**src/rtl/phy_stat_pkg.sv**
```systemverilog
package phy_stat_pkg;
    parameter int ADDR_W = 5;
    parameter int DATA_W = 16;
    parameter int FC_W   = 8;
    parameter int RX_W   = 16;

    parameter logic [ADDR_W-1:0] FC_ADDR = 5'h14;
    parameter logic [ADDR_W-1:0] RX_ADDR = 5'h15;

    typedef enum logic [1:0] {
        SEL_NONE = 2'd0,
        SEL_FC   = 2'd1,
        SEL_RX   = 2'd2
    } rd_sel_e;
endpackage

```
**src/rtl/sat_cor_counter.sv**
```systemverilog
module sat_cor_counter #(
    parameter int W = 8
) (
    input  logic         clk,
    input  logic         rst_n,
    input  logic         inc_i,
    input  logic         clr_i,
    output logic [W-1:0] cnt_o,
    output logic         half_o
);
    localparam logic [W-1:0] MAX_V   = {W{1'b1}};
    localparam logic [W-1:0] HALF_M1 = {1'b0, {(W-1){1'b1}}};
    localparam logic [W-1:0] ONE_V   = {{(W-1){1'b0}}, 1'b1};

    typedef struct packed {
        logic [W-1:0] cnt;
        logic         half;
    } cnt_st_t;

    cnt_st_t st_d, st_q;

    always_comb begin
        st_d      = st_q;
        st_d.half = 1'b0;
        if (clr_i) begin
            st_d.cnt = inc_i ? ONE_V : '0;
        end else if (inc_i && (st_q.cnt != MAX_V)) begin
            st_d.cnt  = st_q.cnt + ONE_V;
            st_d.half = (st_q.cnt == HALF_M1);
        end
    end

    always_ff @(posedge clk or negedge rst_n) begin
        if (!rst_n) st_q <= '0;
        else        st_q <= st_d;
    end

    assign cnt_o  = st_q.cnt;
    assign half_o = st_q.half;
endmodule

```
**src/rtl/stat_read_port.sv**
```systemverilog
module stat_read_port
    import phy_stat_pkg::*;
#(
    parameter int A_W = ADDR_W,
    parameter int D_W = DATA_W,
    parameter int F_W = FC_W,
    parameter int R_W = RX_W,
    parameter logic [A_W-1:0] F_ADDR = FC_ADDR,
    parameter logic [A_W-1:0] R_ADDR = RX_ADDR
) (
    input  logic           clk,
    input  logic           rst_n,
    input  logic           rd_en_i,
    input  logic [A_W-1:0] rd_addr_i,
    input  logic [F_W-1:0] fc_cnt_i,
    input  logic [R_W-1:0] rx_cnt_i,
    output logic           fc_clr_o,
    output logic           rx_clr_o,
    output logic [D_W-1:0] rd_data_o
);
    typedef struct packed {
        logic [D_W-1:0] data;
    } rd_st_t;

    rd_st_t  st_d, st_q;
    rd_sel_e sel;

    always_comb begin
        sel = SEL_NONE;
        if (rd_en_i) begin
            if (rd_addr_i == F_ADDR)      sel = SEL_FC;
            else if (rd_addr_i == R_ADDR) sel = SEL_RX;
        end
    end

    always_comb begin
        st_d = st_q;
        if (rd_en_i) begin
            st_d.data = '0;
            unique case (sel)
                SEL_FC:  st_d.data[F_W-1:0] = fc_cnt_i;
                SEL_RX:  st_d.data[R_W-1:0] = rx_cnt_i;
                default: st_d.data = '0;
            endcase
        end
    end

    always_ff @(posedge clk or negedge rst_n) begin
        if (!rst_n) st_q <= '0;
        else        st_q <= st_d;
    end

    assign fc_clr_o  = (sel == SEL_FC);
    assign rx_clr_o  = (sel == SEL_RX);
    assign rd_data_o = st_q.data;
endmodule

```
**src/rtl/phy_err_stats.sv**
```systemverilog
module phy_err_stats
    import phy_stat_pkg::*;
(
    input  logic              clk,
    input  logic              rst_n,
    input  logic              fc_evt_i,
    input  logic              rx_err_i,
    input  logic              rx_dv_i,
    input  logic              loopback_i,
    input  logic              rd_en_i,
    input  logic [ADDR_W-1:0] rd_addr_i,
    output logic [DATA_W-1:0] rd_data_o,
    output logic              fc_half_irq_o,
    output logic              rx_half_irq_o
);
    logic [FC_W-1:0] fc_cnt;
    logic [RX_W-1:0] rx_cnt;
    logic            fc_clr, rx_clr;
    logic            fc_inc, rx_inc;

    assign fc_inc = fc_evt_i;
    assign rx_inc = rx_err_i && rx_dv_i && !loopback_i;

    sat_cor_counter #(.W(FC_W)) u_fc_cnt (
        .clk    (clk),
        .rst_n  (rst_n),
        .inc_i  (fc_inc),
        .clr_i  (fc_clr),
        .cnt_o  (fc_cnt),
        .half_o (fc_half_irq_o)
    );

    sat_cor_counter #(.W(RX_W)) u_rx_cnt (
        .clk    (clk),
        .rst_n  (rst_n),
        .inc_i  (rx_inc),
        .clr_i  (rx_clr),
        .cnt_o  (rx_cnt),
        .half_o (rx_half_irq_o)
    );

    stat_read_port u_rd (
        .clk       (clk),
        .rst_n     (rst_n),
        .rd_en_i   (rd_en_i),
        .rd_addr_i (rd_addr_i),
        .fc_cnt_i  (fc_cnt),
        .rx_cnt_i  (rx_cnt),
        .fc_clr_o  (fc_clr),
        .rx_clr_o  (rx_clr),
        .rd_data_o (rd_data_o)
    );
endmodule

```
**config.mk**
```make
export PLATFORM = sky130hd
export DESIGN_NAME = phy_err_stats
export DESIGN_NICKNAME = d
export VERILOG_FILES = /design/src/rtl/phy_stat_pkg.sv /design/src/rtl/sat_cor_counter.sv /design/src/rtl/stat_read_port.sv /design/src/rtl/phy_err_stats.sv
export SDC_FILE = /design/constraint.sdc
export NUM_CORES = 1
export LEC_CHECK = 0
export BUFFER_PORTS_ARGS = -buffer_cell sky130_fd_sc_hd__buf_2
export CAP_MARGIN = 10
export CORE_AREA = 4 4 97 99
export CTS_CLUSTER_DIAMETER = 60
export DETAILED_ROUTE_END_ITERATION = 8
export DIE_AREA = 0 0 101 103
export PLACE_DENSITY_LB_ADDON = 0.08
export SLEW_MARGIN = 40
export SYNTH_ARGS = -nofsm -noshare
export SYNTH_HDL_FRONTEND = slang
export SYNTH_SLANG_ARGS = --single-unit
```
**constraint.sdc**
```tcl
create_clock -name clk -period 3.55 [get_ports clk]
set_input_delay 0.355 -clock clk [delete_from_list [all_inputs] [get_ports clk]]
set_output_delay 0.355 -clock clk [all_outputs]
set_load 0.1 [all_outputs]
```
== Word level (Yosys, flattened, before mapping) ==
Cells that the tools add are included.
Word-level totals
  register bits: 42
  input bits: 12
  output and inout port bits: 18
Cells by class
  add/sub/neg operators: 2
  equal/unequal tests: 8
  mux-type cells: 13
  reductions and logical operators: 7
Operators with widths (count)
  $mux W17: 1
  $add A16 B1 Y16 const B: 1
  $eq A16 B15 Y1 const B: 1
  $mux W16: 1
  $mux W8: 2
  $ne A16 B16 Y1 const B: 1
  $pmux W8 S2: 1
  $eq A5 B5 Y1 const B: 2
  $mux W9: 1
  $add A8 B1 Y8 const B: 1
  $eq A8 B7 Y1 const B: 1
  $ne A8 B8 Y1 const B: 1
  $mux W2: 3
  $logic_and A1 B1 Y1: 4
  $mux W1: 4
  $reduce_bool A2 Y1: 2
  $eq A2 B1 Y1 const B: 1
  $eq A2 B2 Y1 const B: 1
  $logic_not A1 Y1: 1

== Longest topological paths before layout ==
Gate-level depths: netlist (run 1).
  depth after elaboration: 6
  depth in mapped cells: 6
  gate-level depth less buffers: 5

== Modules after synthesis ==
Synthesis (run 1) repeated with hierarchy kept, for this count alone.
Second synthesis, totals
  cell total of the unflattened synthesis: 212
  area, all modules: 2259.7 um^2
Modules (own cells, without submodules)
  sat_cor_counter at u_rx_cnt: instances 1, cells an instance 96, area each 984.7 um^2
  stat_read_port: instances 1, cells an instance 58, area each 696.9 um^2
  sat_cor_counter at u_fc_cnt: instances 1, cells an instance 57, area each 569.3 um^2
  phy_err_stats: instances 1, cells an instance 1, area each 8.8 um^2

== Worst setup path after synthesis (run 1) ==
OpenSTA, ideal clock, no wires.
  path kind: in2reg
  start: input port loopback_i
  end: register u_rx_cnt.st_q, in the netlist u_rx_cnt.cnt_o[13]
  data arrival time: 1846 ps
  required time: 3430 ps
  slack: 1584 ps
  stages on the path: 5
  cells stage by stage: nand3b_2 or4_1 clkbuf_2 or4_1 and3_1
On the way
  word-level cells in the longest chain between the ends: 4
Ends and longest elaborated chain
  start, declared: line phy_err_stats.sv:9  | input logic loopback_i,
  $logic_not A1 Y1: line phy_err_stats.sv:22  | assign rx_inc = rx_err_i && rx_dv_i && !loopback_i;
  $logic_and A1 B1 Y1: line phy_err_stats.sv:22
  $logic_and A1 B1 Y1: line sat_cor_counter.sv:27  | end else if (inc_i && (st_q.cnt != MAX_V)) begin
  $reduce_bool A2 Y1 (no source line)
  end signal, assigned: line sat_cor_counter.sv:35  | else st_q <= st_d;
  end, declared: line sat_cor_counter.sv:20  | cnt_st_t st_d, st_q;
Every way passes these cells.
A chain may end at the register's enable or synchronous reset.

== Worst setup path after layout (run 1) ==
  start: register u_rx_cnt.st_q, in the netlist u_rx_cnt.cnt_o[3]
  end: register u_rx_cnt.st_q, in the netlist u_rx_cnt.cnt_o[13]
On the way
  word-level cells in the longest chain between the ends: 3
  elaborated cells between the ends (all ways): 6
Ends and longest elaborated chain (line)
  $add A16 B1 Y16 / $ne A16 B16 Y1 (equally long branches): sat_cor_counter.sv:28, sat_cor_counter.sv:27
  $mux W17 / $logic_and A1 B1 Y1 (equally long branches): sat_cor_counter.sv:27
  $mux W16 / $reduce_bool A2 Y1 (equally long branches)
Parallel ways exist; a longest one is shown, timed or not. The select of a mux whose other input is x is not followed.

==> results of run 1 <==
## power groups by stage
stage                     registers (mW)  clock network (mW)  logic [mW]
after global routing               0.647               0.406       0.249
after detailed placement           0.649                   0       0.218
after CTS                          0.639               0.393       0.219
after floorplan                    0.639                   0       0.146
after global placement             0.649                   0       0.218
final                              0.637               0.372       0.215
## stage by stage
step / setup WS, ps / utilization / area [µm²] / cells
2_1_floorplan: 1580 / - / 2080 / 200
3_3_place_gp: 1380 / 0.274 / 2340 / 332
3_5_place_dp: 1370 / 0.274 / 2340 / 332
4_1_cts: 1420 / 0.287 / 2450 / 340
5_1_grt: 1280 / 0.287 / 2450 / 340
6_report: 1430 / 0.287 / 2450 / 340
## per-layer routing
metal | global-route usage | vias to the layer above
met1 | 0.159 | 819
met3 | 0.0210 | 5
met4 | 0.0337 | 0
li1 | - | 830
met5 | 0 | -
met2 | 0.148 | 36
## area by class of cell
type | instances | area (µm²)
clock buffer | 7 | 76.3
clock inverter | 1 | 30.0
fill | 884 | 6100
inverter | 11 | 41.3
multi-input combinational | 140 | 953
sequential | 42 | 1050
tap | 108 | 135
timing repair buffer | 31 | 163
## worst min path at each step
stage / endpoint / cells past startpoint / slack, ps
2_1_floorplan: u_fc_cnt.cnt_o[0]$_DFFE_PN0P_ / 0 / 60
3_3_place_gp: u_rd.rd_data_o[2]$_DFFE_PN0P_ / 1 / 470
3_5_place_dp: u_rd.rd_data_o[2]$_DFFE_PN0P_ / 1 / 400
4_1_cts: u_fc_cnt.cnt_o[2]$_DFFE_PN0P_ / 1 / 80
5_1_grt: u_rd.rd_data_o[2]$_DFFE_PN0P_ / 1 / 110
6_report: u_rd.rd_data_o[2]$_DFFE_PN0P_ / 1 / 50
## cells by family after synthesis
logic type	Yosys count	synth area share
flip-flops	42	0.506
AND/OR/NAND/NOR	72	0.204
XOR/XNOR	2	0.00844
AO/OA/AOI/OAI	56	0.196
multiplexers	8	0.0386
buffers and inverters	18	0.0349
adder cells (fa/ha/maj)	2	0.0120
## critical path: stages, from the launching register on
cell	delay (ps)
dfrtp_1	500
nand4_4	170
or4_1	670
or4_1	500
and3_1	180
## layout by cell type, fill, tap and decap left out, drive strengths merged, types with 2 or more instances in the layout
| cell | instances |
|---|---|
| buf | 31 |
| a31oi | 2 |
| nand4 | 5 |
| or3 | 5 |
| xor2 | 2 |
| nor3b | 2 |
| o31ai | 5 |
| o41ai | 3 |
| nand3 | 8 |
| nor4 | 4 |
| a22o | 8 |
| ha | 2 |
| o2bb2ai | 8 |
| mux2i | 8 |
| nand2 | 12 |
| nor3 | 5 |
| or4 | 7 |
| dfrtp | 42 |
| and3 | 5 |
| nor2 | 10 |
| o21ai | 7 |
| clkbuf | 7 |
| inv | 11 |
| a21oi | 9 |
| o211ai | 5 |
| o311ai | 3 |
| or2 | 3 |
| a211oi | 2 |
## sequential cells by signal (all words and copies together), names as in the netlist
register and flops:
u_fc_cnt.cnt_o 8, u_fc_cnt.half_o 1, u_rd.rd_data_o 16, u_rx_cnt.cnt_o 16
u_rx_cnt.half_o 1
==> reports/results.ini, run 1 <==
[final_layout]
final_nets=245
area_growth_pct=18.0
antennaDiodeCount=0
drive_gt1_frac=0.194

[synth]
yosys_warnings=0
yosysSeqAreaShare=0.506
ys.flop_type=dfrtp_1
yosysTopAreaCell=dfrtp_1
synth_area_um2=2080
synth_most_common_cell=dfrtp_1
async_flop_share=1.00
synthTopCellsByArea=dfrtp_1 51%, mux2i_1 3.9%, a22o_1 3.4%, o2bb2ai_1 3.4%, or4_1 2.5%
ys_ff_latch=42
ys_types=41
synth_top_area_share=0.506
post_synth.cell_area_avg_um2=10.4
syn_nets=214
yosys-top-cells-count=42 x dfrtp_1, 12 x nand2_1, 11 x inv_1, 10 x nor2_1, 9 x a21oi_1
synth_edf_count=0
synth_cells=200

[clock_network]
cts_max_path_buffers=2
numCtsBuffers=5
cts.root.buffer_cell=clkbuf_8
clock-sinks=42
worstSkewPairLatency_ps=290
cts_tree=yes
ctsHoldBuffers=0
htree_levels=2
post-cts-setup-buffers=0
cts.repair.resized=0
path_clk_slew_ps=80

[detailed_routing]
drt_wl_total_um=5230
wl_per_cell_um=15.4
drc=0
wl_met1_um=2770
met3_wirelength_um=253
firstDrtPassIters=4
via_per_inst=4.97
antenna_left=0
drt_iter0_drc=110
vias=1690
dr_wl_met2_um=2130
top_layer=met4

[flow_run]
max-cap-violations=0

[power]
ir_worst_vdd_uv=145
power_frac_clock=0.304
switchingPower_mw=0.382
power_frac_seq=0.520
power.total_mw=1.22
p_per_area_nw_per_um2=500
p_leak_nw=1.11
combPwrFrac=0.176
netSwitchingFraction=0.312
p_int_mw=0.843

[worst_setup_path]
arrival_ps=2300
crit_path_end_kind=flop
start_kind=flop
worstSetupPathType=reg -> reg
worstSetupEndpoint=u_rx_cnt.cnt_o[13]$_DFFE_PN0P_
r2r_slack_ps=1430
reg2reg_from=u_rx_cnt.cnt_o[3]$_DFFE_PN0P_
crit_fanout=8
startpoint=u_rx_cnt.cnt_o[3]$_DFFE_PN0P_
ff2ff_path_depth=4
reg2reg_to=u_rx_cnt.cnt_o[13]$_DFFE_PN0P_
crit_required_ps=3730

[hold_path]
hold_path_class=in -> async

[timing]
relSlewSlack=0.476
slew_violations=0
rsz0062_at_grt=no
finalCriticalPeriod_ps=2120
finalCritPeriodShare=0.598
skew_ps=4.88
final_hold_viol_count=0
whs_ps=54.1
setup_viol=0
fmax_mhz=471
tns_ps=0
worst_slew_pin_slew_ps=786

[floorplanning]
core_area_um2=8550
die_area_um2=10400
io_pins=30
fp.dieW_um=101
rows=34
start_util=0.243
fp.dieH_um=103

[grt]
grt_max_degree=43
grt_overflow=0
grt_pass1_wl_um=8450
grt_pass1_vias=1578
antenna_found_initial=0
grt.total_usage=0.105

[place]
place.port_buffers=29
gp_congestion=0.710
hpwl_um=3730

[status]
outcome=completed

Power figures use the tool's default switching activity.
==> inputs of run 2 (changes only) <==
==> constraint.sdc (replaced) <==
create_clock -name clk -period 1.8 [get_ports clk]
set_input_delay 0.18 -clock clk [delete_from_list [all_inputs] [get_ports clk]]
set_output_delay 0.18 -clock clk [all_outputs]
set_load 0.1 [all_outputs]
==> reports/results.ini, run 2 (same netlist as run 1, synthesis figures left out) <==
[timing]
skew_ps=10.6  ; was 4.88 ps
final_hold_viol_count=0  ; unchanged
finalCriticalPeriod_ps=1810  ; was 2120 ps
rsz0062_at_grt=yes  ; was no
setup_viol=2  ; was 0
worst_slew_pin_slew_ps=623  ; was 786 ps
fin_ws_ps=-12.1  ; was 1430 ps
fmax_mhz=552  ; was 471 MHz
relSlewSlack=0.584  ; was 0.476
finalCritPeriodShare=1.01  ; was 0.598
slew_violations=0  ; unchanged

[clock_network]
clock-sinks=42  ; unchanged
cts_tree=yes  ; unchanged
cts_max_path_buffers=2  ; unchanged
htree_levels=2  ; unchanged
numCtsBuffers=5  ; unchanged
worstSkewPairLatency_ps=300  ; was 290 ps
cts.root.buffer_cell=clkbuf_8  ; unchanged
path_clk_slew_ps=90  ; was 80 ps

[floorplanning]
start_util=0.243  ; unchanged
rows=34  ; unchanged
fp.dieW_um=101  ; unchanged
fp.dieH_um=103  ; unchanged
die_area_um2=10400  ; unchanged
core_area_um2=8550  ; unchanged
io_pins=30  ; unchanged

[status]
outcome=complete, but fails checks  ; was completed
violations=setup timing

[final_layout]
drive_gt1_frac=0.335  ; was 0.194
layout_commonest_cell=dfrtp_1  ; unchanged
area_growth_pct=31.3  ; was 18.0%
finalInstanceArea_um2=2730  ; was 2450 µm²
layout_common_cells=41 x dfrtp_1, 35 x buf_4, 29 x buf_2, 12 x nand2_1, 11 x inv_1  ; was 42 x dfrtp_1, 28 x buf_2, 12 x nand2_1, 11 x inv_1, 10 x nor2_1
antennaDiodeCount=0  ; unchanged
final_nets=279  ; was 245
fin_util=0.319  ; was 0.287

[power]
p_leak_nw=1.27  ; was 1.11 nW
p_per_area_nw_per_um2=900  ; was 500 nW/µm²
ir_worst_vdd_uv=332  ; was 145 µV

[grt]
grt_pass1_vias=1818  ; was 1,578
grt_max_degree=20  ; was 43
grt_overflow=0  ; unchanged
grt.total_usage=0.118  ; was 0.105
grt_pass1_wl_um=9400  ; was 8450 µm
antenna_found_initial=0  ; unchanged

[worst_setup_path]
worstSetupPathType=reg -> reg  ; unchanged
max_stage_delay_ps=500  ; was 670 ps
crit_chain=ha_2 -> and2_4 -> or4b_4 -> or4_1 -> a21oi_1  ; was nand4_4 -> or4_1 -> or4_1 -> and3_1
start_kind=flop  ; unchanged
crit_fanout=7  ; was 8
slowest_stage=or4b_4  ; was or4_1
crit_required_ps=2040  ; was 3730 ps
crit_path_end_kind=flop  ; unchanged
arrival_ps=2050  ; was 2300 ps

[detailed_routing]
vias=1822  ; was 1,690
drt_iter0_drc=116  ; was 110
drt_wl_total_um=5770  ; was 5230 µm
drc=0  ; unchanged
antenna_left=0  ; unchanged
via_per_inst=4.87  ; was 4.97
firstDrtPassIters=4  ; unchanged
wl_per_cell_um=15.4  ; about the same

[flow_run]
max-cap-violations=0  ; unchanged

[place]
hpwl_um=4370  ; was 3730 µm
place.port_buffers=29  ; unchanged
placed_area_um2=2570  ; was 2340 µm²
gp_congestion=0.764  ; was 0.710

[hold_path]
hold_path_class=in -> reg  ; was in -> async

## run 2: power by group
| part | switching [mW] | internal, mW |
|---|---|---|
| sequential | 0.150 | 1.08 |
| combinational | 0.306 | 0.261 |
| clock | 0.351 | 0.309 |
| total | 0.807 | 1.65 |
## run 2: layout make-up
type                            instances  area [µm²]
Clock inverter                          2        12.5
Clock buffer                            6        82.6
Tap cell                              108         135
Sequential cell                        42        1050
Inverter                               11        41.3
Fill cell                             898        5820
Multi-Input combinational cell        140         986
Timing Repair Buffer                   65         418
## run 2: timing repair
action | 4_1_cts | 5_1_grt
setup endpoints to repair | 9 | 13
gates resized for setup | 3 | 7
pin swaps | 3 | 3
buffers inserted | 0 | 2
hold endpoints to repair | 17 | 0
cloned | 0 | 0
hold buffers | 1 | 0
## run 2: per-layer routing
layer,vias to the layer above,wire [µm],share of wire,global-route usage
li1,904,-,-,-
met1,878,2980,0.52,0.170
met2,35,2500,0.43,0.179
met3,5,222,0.039,0.0237
met4,0,65,0.011,0.0368
met5,-,0,0,0
## run 2: worst paths after layout
| check | from | endpoint | slack (ps) | cells after the start |
|---|---|---|---|---|
| max in group asynchronous | rst_n | u_rd.rd_data_o[0]$_DFFE_PN0P_ | 860 | 3 |
| max | u_rx_cnt.cnt_o[1]$_DFFE_PN0P_ | u_rx_cnt.cnt_o[10]$_DFFE_PN0P_ | -10 | 5 |
| min | fc_evt_i | u_fc_cnt.cnt_o[0]$_DFFE_PN0P_ | 180 | 3 |
| min reg2reg | u_rd.rd_data_o[0]$_DFFE_PN0P_ | u_rd.rd_data_o[0]$_DFFE_PN0P_ | 490 | 1 |
| max reg2reg | u_rx_cnt.cnt_o[1]$_DFFE_PN0P_ | u_rx_cnt.cnt_o[10]$_DFFE_PN0P_ | -10 | 5 |
| min in group asynchronous | rst_n | u_rd.rd_data_o[9]$_DFFE_PN0P_ | 350 | 2 |
## run 2: critical path, delay by kind of cell, from the launching register on
kind                     cells  cell delay (ps)
AND/OR/NAND/NOR              3             1060
flip-flops                   1              380
adder cells (fa/ha/maj)      1              190
AO/OA/AOI/OAI                1              130
## run 2: metrics by stage
| step | power (mW) | setup slack (ps) | cells | hold WS, ps | TNS [ps] |
|---|---|---|---|---|---|
| 3_3_place_gp | 1.81 | -107 | 363 | 160 | -346 |
| 2_1_floorplan | 1.55 | -125 | 200 | -116 | -234 |
| 4_1_cts | 2.48 | -25.7 | 372 | 162 | -49.3 |
| 3_5_place_dp | 1.80 | -136 | 363 | 167 | -485 |
| 6_report | 2.45 | -12.1 | 374 | 176 | -14.1 |
| 5_1_grt | 2.63 | -88.2 | 374 | 175 | -293 |
